===== src/rtl/tcache.sv =====
module tcache #(
  parameter int N_ENT = 4,
  parameter int AW = 8,
  parameter int DW = 16
) (
  input  logic          clk,
  input  logic          rst_n,
  input  logic          op_valid,
  output logic          op_ready,
  input  logic [2:0]    op_code,
  input  logic [AW-1:0] op_addr,
  input  logic [DW-1:0] op_wdata,
  output logic          resp_valid,
  output logic [DW-1:0] resp_data,
  output logic          resp_ok,
  output logic          resp_ovf,
  output logic          tactive,
  output logic          tstatus,
  output logic          bm_req,
  output logic [1:0]    bm_cmd,
  output logic [AW-1:0] bm_addr,
  output logic [DW-1:0] bm_wdata,
  input  logic          bm_ack,
  input  logic          bm_busy,
  input  logic [DW-1:0] bm_rdata,
  input  logic          sn_valid,
  input  logic [1:0]    sn_cmd,
  input  logic [AW-1:0] sn_addr,
  output logic          sn_hit,
  output logic          sn_busy,
  output logic [DW-1:0] sn_data
);
  localparam int IW = (N_ENT > 1) ? $clog2(N_ENT) : 1;
  localparam logic [2:0] OP_LT = 3'd0, OP_LTX = 3'd1, OP_ST = 3'd2;
  localparam logic [2:0] OP_VAL = 3'd3, OP_COM = 3'd4, OP_ABT = 3'd5;
  localparam logic [1:0] SN_TREAD = 2'd1;

  typedef enum logic [1:0] {T_EMPTY, T_NORMAL, T_XCOMMIT, T_XABORT} tag_t;
  typedef enum logic [1:0] {S_IDLE, S_ALLOC, S_WB, S_FETCH} st_t;

  st_t             st;
  tag_t            tg [N_ENT];
  logic [AW-1:0]   ad [N_ENT];
  logic [DW-1:0]   dt [N_ENT];
  logic [N_ENT-1:0] dty;
  logic [2:0]      q_op;
  logic [AW-1:0]   q_addr;
  logic [DW-1:0]   q_wdata;
  logic [IW-1:0]   v_q;

  function automatic logic [IW-1:0] first1(input logic [N_ENT-1:0] v);
    first1 = '0;
    for (int i = N_ENT - 1; i >= 0; i--) if (v[i]) first1 = IW'(i);
  endfunction

  logic [AW-1:0] key;
  logic [N_ENT-1:0] v_e, v_n, v_xc, v_xa, mk, ms;
  assign key = (st == S_IDLE) ? op_addr : q_addr;

  always_comb
    for (int i = 0; i < N_ENT; i++) begin
      v_e[i]  = (tg[i] == T_EMPTY);
      v_n[i]  = (tg[i] == T_NORMAL);
      v_xc[i] = (tg[i] == T_XCOMMIT);
      v_xa[i] = (tg[i] == T_XABORT);
      mk[i]   = (ad[i] == key);
      ms[i]   = (ad[i] == sn_addr);
    end

  logic [N_ENT-1:0] hit_xa, hit_n, cand_n, sn_n, sn_xc, sn_xa;
  assign hit_xa = mk & v_xa;
  assign hit_n  = mk & v_n;
  assign cand_n = v_n & ~hit_n;
  assign sn_n   = ms & v_n;
  assign sn_xc  = ms & v_xc;
  assign sn_xa  = ms & v_xa;

  logic [IW-1:0] e1, e2, xa_i, n_i, vic;
  logic have_vic, enough;
  int n_empty;
  assign e1       = first1(v_e);
  assign e2       = first1(v_e & ~(N_ENT'(1) << e1));
  assign xa_i     = first1(hit_xa);
  assign n_i      = first1(hit_n);
  assign vic      = (|cand_n) ? first1(cand_n) : first1(v_xc);
  assign have_vic = (|cand_n) | (|v_xc);
  assign n_empty  = $countones(v_e);
  assign enough   = n_empty >= ((|hit_n) ? 1 : 2);

  logic is_mem, rt_commit, rt_abort, ovf_now, busy_now, sn_inv;
  assign is_mem    = (op_code == OP_LT) || (op_code == OP_LTX) || (op_code == OP_ST);
  assign ovf_now   = (st == S_ALLOC) && !enough && !have_vic;
  assign busy_now  = (st == S_FETCH) && bm_ack && bm_busy;
  assign rt_commit = (st == S_IDLE) && op_valid && (op_code == OP_COM) && tstatus;
  assign rt_abort  = ((st == S_IDLE) && op_valid && (op_code == OP_ABT)) || ovf_now || busy_now;
  assign sn_inv    = sn_valid && sn_cmd[1] && (|sn_n);

  assign op_ready = (st == S_IDLE);
  assign bm_req   = (st == S_WB) || (st == S_FETCH);
  assign bm_cmd   = (st == S_WB) ? 2'd2 : ((q_op == OP_LT) ? 2'd0 : 2'd1);
  assign bm_addr  = (st == S_WB) ? ad[v_q] : q_addr;
  assign bm_wdata = dt[v_q];

  assign sn_hit  = sn_valid && ((|sn_n) || (tstatus && sn_cmd == SN_TREAD && (|sn_xc)));
  assign sn_busy = sn_valid && tstatus && (|(sn_xa | sn_xc)) && (sn_cmd != SN_TREAD);
  assign sn_data = (|sn_n) ? dt[first1(sn_n)] : dt[first1(sn_xc)];

  always_ff @(posedge clk or negedge rst_n)
    if (!rst_n) begin
      st <= S_IDLE;
      for (int i = 0; i < N_ENT; i++) begin
        tg[i] <= T_EMPTY; ad[i] <= '0; dt[i] <= '0;
      end
      dty <= '0; q_op <= '0; q_addr <= '0; q_wdata <= '0; v_q <= '0;
      tactive <= 1'b0; tstatus <= 1'b1;
      resp_valid <= 1'b0; resp_data <= '0; resp_ok <= 1'b0; resp_ovf <= 1'b0;
    end else begin
      resp_valid <= 1'b0;
      resp_ovf <= 1'b0;
      if (sn_inv) tg[first1(sn_n)] <= T_EMPTY;
      case (st)
        S_IDLE: if (op_valid) begin
          q_op <= op_code; q_addr <= op_addr; q_wdata <= op_wdata;
          if (is_mem) begin
            if (!tstatus) begin
              resp_valid <= 1'b1; resp_ok <= 1'b0; resp_data <= '0;
            end else begin
              tactive <= 1'b1;
              if (|hit_xa) begin
                resp_valid <= 1'b1; resp_ok <= 1'b1;
                if (op_code == OP_ST) begin
                  dt[xa_i] <= op_wdata; dty[xa_i] <= 1'b1; resp_data <= op_wdata;
                end else resp_data <= dt[xa_i];
              end else st <= S_ALLOC;
            end
          end else begin
            resp_valid <= 1'b1; resp_data <= '0;
            resp_ok <= (op_code == OP_ABT) ? 1'b1 : tstatus;
            if (op_code == OP_ABT || op_code == OP_COM || (op_code == OP_VAL && !tstatus)) begin
              tactive <= 1'b0; tstatus <= 1'b1;
            end
          end
        end
        S_ALLOC:
          if (enough) begin
            if (|hit_n) begin
              tg[n_i] <= T_XABORT;
              tg[e1] <= T_XCOMMIT; ad[e1] <= q_addr; dt[e1] <= dt[n_i]; dty[e1] <= dty[n_i];
              resp_valid <= 1'b1; resp_ok <= 1'b1;
              if (q_op == OP_ST) begin
                dt[n_i] <= q_wdata; dty[n_i] <= 1'b1; resp_data <= q_wdata;
              end else resp_data <= dt[n_i];
              st <= S_IDLE;
            end else st <= S_FETCH;
          end else if (have_vic) begin
            if (tg[vic] == T_NORMAL && !dty[vic]) tg[vic] <= T_EMPTY;
            else begin v_q <= vic; st <= S_WB; end
          end else begin
            tstatus <= 1'b0;
            resp_valid <= 1'b1; resp_ok <= 1'b0; resp_ovf <= 1'b1; resp_data <= '0;
            st <= S_IDLE;
          end
        S_WB: if (bm_ack) begin
          tg[v_q] <= T_EMPTY; dty[v_q] <= 1'b0; st <= S_ALLOC;
        end
        S_FETCH: if (bm_ack) begin
          resp_valid <= 1'b1;
          st <= S_IDLE;
          if (bm_busy) begin
            tstatus <= 1'b0; resp_ok <= 1'b0; resp_data <= '0;
          end else begin
            tg[e1] <= T_XABORT; ad[e1] <= q_addr;
            tg[e2] <= T_XCOMMIT; ad[e2] <= q_addr; dt[e2] <= bm_rdata; dty[e2] <= 1'b0;
            resp_ok <= 1'b1;
            if (q_op == OP_ST) begin
              dt[e1] <= q_wdata; dty[e1] <= 1'b1; resp_data <= q_wdata;
            end else begin
              dt[e1] <= bm_rdata; dty[e1] <= 1'b0; resp_data <= bm_rdata;
            end
          end
        end
        default: st <= S_IDLE;
      endcase
      for (int i = 0; i < N_ENT; i++) begin
        if (rt_commit) begin
          if (tg[i] == T_XABORT) tg[i] <= T_NORMAL;
          else if (tg[i] == T_XCOMMIT) tg[i] <= T_EMPTY;
        end
        if (rt_abort) begin
          if (tg[i] == T_XABORT) tg[i] <= T_EMPTY;
          else if (tg[i] == T_XCOMMIT) tg[i] <= T_NORMAL;
        end
      end
    end

  a_r8_flag_pair: assert property (@(posedge clk) disable iff (!rst_n)
    !tactive |-> tstatus);
  a_r4_copies_paired: assert property (@(posedge clk) disable iff (!rst_n)
    $countones(v_xc) <= $countones(v_xa));
  a_r5_commit_retag: assert property (@(posedge clk) disable iff (!rst_n)
    (st == S_IDLE && op_valid && op_code == OP_COM && tstatus) |=>
      ($countones(v_xa) == 0 && $countones(v_xc) == 0 && !tactive));
  a_r7_busy_abort: assert property (@(posedge clk) disable iff (!rst_n)
    (st == S_FETCH && bm_ack && bm_busy) |=> (!tstatus && tactive && $countones(v_xa) == 0));
  a_r10_overflow_abort: assert property (@(posedge clk) disable iff (!rst_n)
    (resp_valid && resp_ovf) |-> (!resp_ok && !tstatus && $countones(v_xa) == 0));
  a_r12_snoop_exclusive: assert property (@(posedge clk) disable iff (!rst_n)
    sn_busy |-> (!sn_hit && tstatus));
  a_r2_bus_hold: assert property (@(posedge clk) disable iff (!rst_n)
    ($past(bm_req) && !$past(bm_ack)) |-> (bm_req && $stable(bm_addr) && $stable(bm_cmd)));
endmodule


===== config.mk =====
export PLATFORM = sky130hd
export DESIGN_NAME = tcache
export DESIGN_NICKNAME = d
export VERILOG_FILES = /design/src/rtl/tcache.sv
export SDC_FILE = /design/constraint.sdc
export NUM_CORES = 1
export LEC_CHECK = 0
export ABC_CLOCK_PERIOD_IN_PS = 4550
export BUFFER_PORTS_ARGS = -buffer_cell sky130_fd_sc_hd__buf_2
export CAP_MARGIN = 20
export CORE_MARGIN = 2
export CORE_UTILIZATION = 40
export DETAILED_ROUTE_END_ITERATION = 6
export PLACE_DENSITY = 0.67
export SKIP_CTS_REPAIR_TIMING = 1
export SYNTH_ARGS = -nofsm -noshare
export SYNTH_HDL_FRONTEND = slang
export SYNTH_SLANG_ARGS = --single-unit

===== constraint.sdc =====
create_clock -name clk -period 4.55 [get_ports clk]
set_clock_uncertainty 0.15 [all_clocks]
set_input_delay 0.2275 -clock clk [delete_from_list [all_inputs] [get_ports clk]]
set_output_delay 0.2275 -clock clk [all_outputs]
set_load 0.05 [all_outputs]

==> results.ini <==
[run_status]
status=finished with violations
violations=hold timing

[layout]
mostFrequentLayoutCell=nand2_1
multi_input_area_um2=11200
final_nets=2160
syn2layout_area_growth_pct=13.8
drive_above_1_share_pct=20.8
regArea_um2=4010
fin_util_pct=46.3
final_cell_mix=nand2_1 (271), nor2_1 (167), dfrtp_1 (159), mux2i_1 (137), a21oi_1 (134)
fillers=3967

[critical_path]
critPathMaxFanout=16
crit_slowest_cell=o2bb2ai_2
cp-start-kind=register
crit_arrival_ns=4.64
worstSetupPathType=reg -> reg
path_buf_inv=3
path_cells=or2_1, inv_4, a41oi_1, nor3_1, nand4_2, o211ai_2, nand2b_4, inv_1, fa_2, o31ai_4, nand2_4, o21ai_4, buf_6, o2bb2ai_2, o21ai_1
worstReg2RegStart=st[1]$_DFFE_PN0P_
critPathMaxStageDelay_ns=0.80
crit_path_end_kind=register
path_delay_family=compound AO/OA/AOI/OAI gates
crit_start=st[1]$_DFFE_PN0P_
required_ns=4.71

[detailed_routing]
avgRoutedWirePerCell_um=27.6
drt-total-wl_mm=72.9
via_per_inst=6.69
ant_nets=0
drt_first_iter_violations=2883
vias=17600
drc_errors=0
drtPass1Iterations=7

[sta]
timing.final.ws_setup_ns=0.0698
period_share_pct=98.5
hold_viol=1
setup-violations-final=0
period_needed_ns=4.48
whs_ns=-0.00892
tightest_slew_ns=1.07
maxSlewHeadroom_pct=28.6
max_freq_mhz=223
maxSlewViolCount=0

[min_path]
hp-start=op_addr[1]
min_path_type=in -> reg

[placed_design]
hpwl_mm=53.4
gp_congestion=1.06
dp_slack_ns=-0.0775
port_buffers=125

[floorplan]
initial_core_util_pct=40.7
fp.dieW_um=205
die_y_um=205
fp.coreArea_um2=39800
io_pins=126
rows=73
die_area_um2=42100

[power]
p_int_mw=6.24
seqPwrFrac_pct=23.0
switchingPower_mw=8.37
switching_share_pct=57.3
vdd_drop_max_v=0.000434
pwr-share-comb_pct=66.4
total_power_mw=14.6
power-per-cell-area_nw_per_um2=792
clkPwrFrac_pct=10.6
leakage_nw=7.29

[synthesis]
synth_cells=2021
synth-edff-count=0
synth_nets=2085
synth_area_um2=16200
synth_flop_cell=dfrtp_1
ys_seq_elements=160
ys_seq_area_share_pct=24.7
yosysUniqueCellTypes=106
ys_warn_count=0
avgSynthCellArea_um2=8.02
synth_async_sr_flop_share_pct=100

[run]
max-cap-violations=0

[global_routing]
grt_usage_pct=33.5
grt_max_degree=85
grt_overflow_total=0
antenna_found_initial=2
grt_first_pass_wirelength_mm=106
grt_pass1_vias=16000

[cts]
root_buffer=clkbuf_16
cts.htree.levels=4
path_clk_slew_ns=0.07
clock_latency_ns=0.48
cts_tree=done
cts_buffers=17
cts_sinks=160
cts_max_path_buffers=2

## power by group through the flow
stage | logic, mW | clock network [mW] | registers (mW)
after floorplan | 6.55 | 0 | 2.83
after global placement | 9.06 | 0 | 3.23
after detailed placement | 9.15 | 0 | 3.27
after CTS | 9.20 | 1.55 | 3.24
after global routing | 10.2 | 1.61 | 3.38
final | 9.70 | 1.55 | 3.36
## worst register-to-register path: cells and delay by family (launching register included)
family | cells | cell delay, ns
AOI/OAI and AO/OA | 6 | 1.54
and+or+nand+nor | 5 | 1.19
adders and majority gates | 1 | 0.57
buffers and inverters | 3 | 0.50
DFF | 1 | 0.37
## synthesized netlist by cell type (all sizes together), types with 52 or more instances
library cell / n / share of area, %
mux2: 55 / 3.9
xnor2: 52 / 2.8
a211oi: 92 / 4.8
nand2: 273 / 6.3
a21oi: 136 / 4.2
mux2i: 137 / 8.5
clkbuf: 124 / 2.9
dfrtp: 159 / 25
o21ai: 154 / 4.9
o22ai: 90 / 3.5
nor2: 170 / 3.9
buf: 77 / 2.8
## metrics by stage
| step | cell area, um2 | cells | TNS (ns) |
|---|---|---|---|
| 2_1_floorplan | 16200 | 2021 | 0 |
| 3_3_place_gp | 17400 | 2567 | -0.409 |
| 3_5_place_dp | 17400 | 2568 | -0.202 |
| 4_1_cts | 18000 | 2600 | -0.589 |
| 5_1_grt | 18400 | 2636 | -0.00872 |
| 6_report | 18400 | 2636 | 0 |
## cell type report
class | instances | share of cell area, %
multi-input cells | 1610 | 60.8
clock inverters | 14 | 0.944
clock buffers | 18 | 2.38
flip-flops and latches | 160 | 21.7
inverters | 51 | 1.05
well taps | 525 | 3.56
diodes | 2 | 0.0272
repair buffers | 256 | 9.48
## final timing paths
check | end | depth (start not counted) | slack, ns
max | register | 15 | 0.07
min | q_addr[1]$_DFFE_PN0P_ | 3 | -0.009
max reg2reg | register | 15 | 0.07
min reg2reg | q_op[0]$_DFFE_PN0P_ | 2 | 0.36
max in group asynchronous | asynchronous set/reset pin | 3 | 2.85
min in group asynchronous | q_addr[4]$_DFFE_PN0P_ | 2 | 0.25
## metal layers
layer,up-vias,track usage (%),wire length [um]
met1,8552,49.3,31600
met4,2,8.40,1450
met5,-,1.31,46
met3,123,12.5,10300
li1,7670,-,-
met2,1289,45.5,29400
## cells by family after synthesis
kind of cell | after synthesis | synth area share, %
xor+xnor | 65 | 3.51
simple gates | 599 | 16.6
flops | 160 | 24.7
mux | 216 | 15.7
buf+inv | 252 | 6.87
fa+ha+maj | 6 | 0.541
compound gates | 723 | 32.0
No activity file was read; power rests on OpenSTA's default activity.
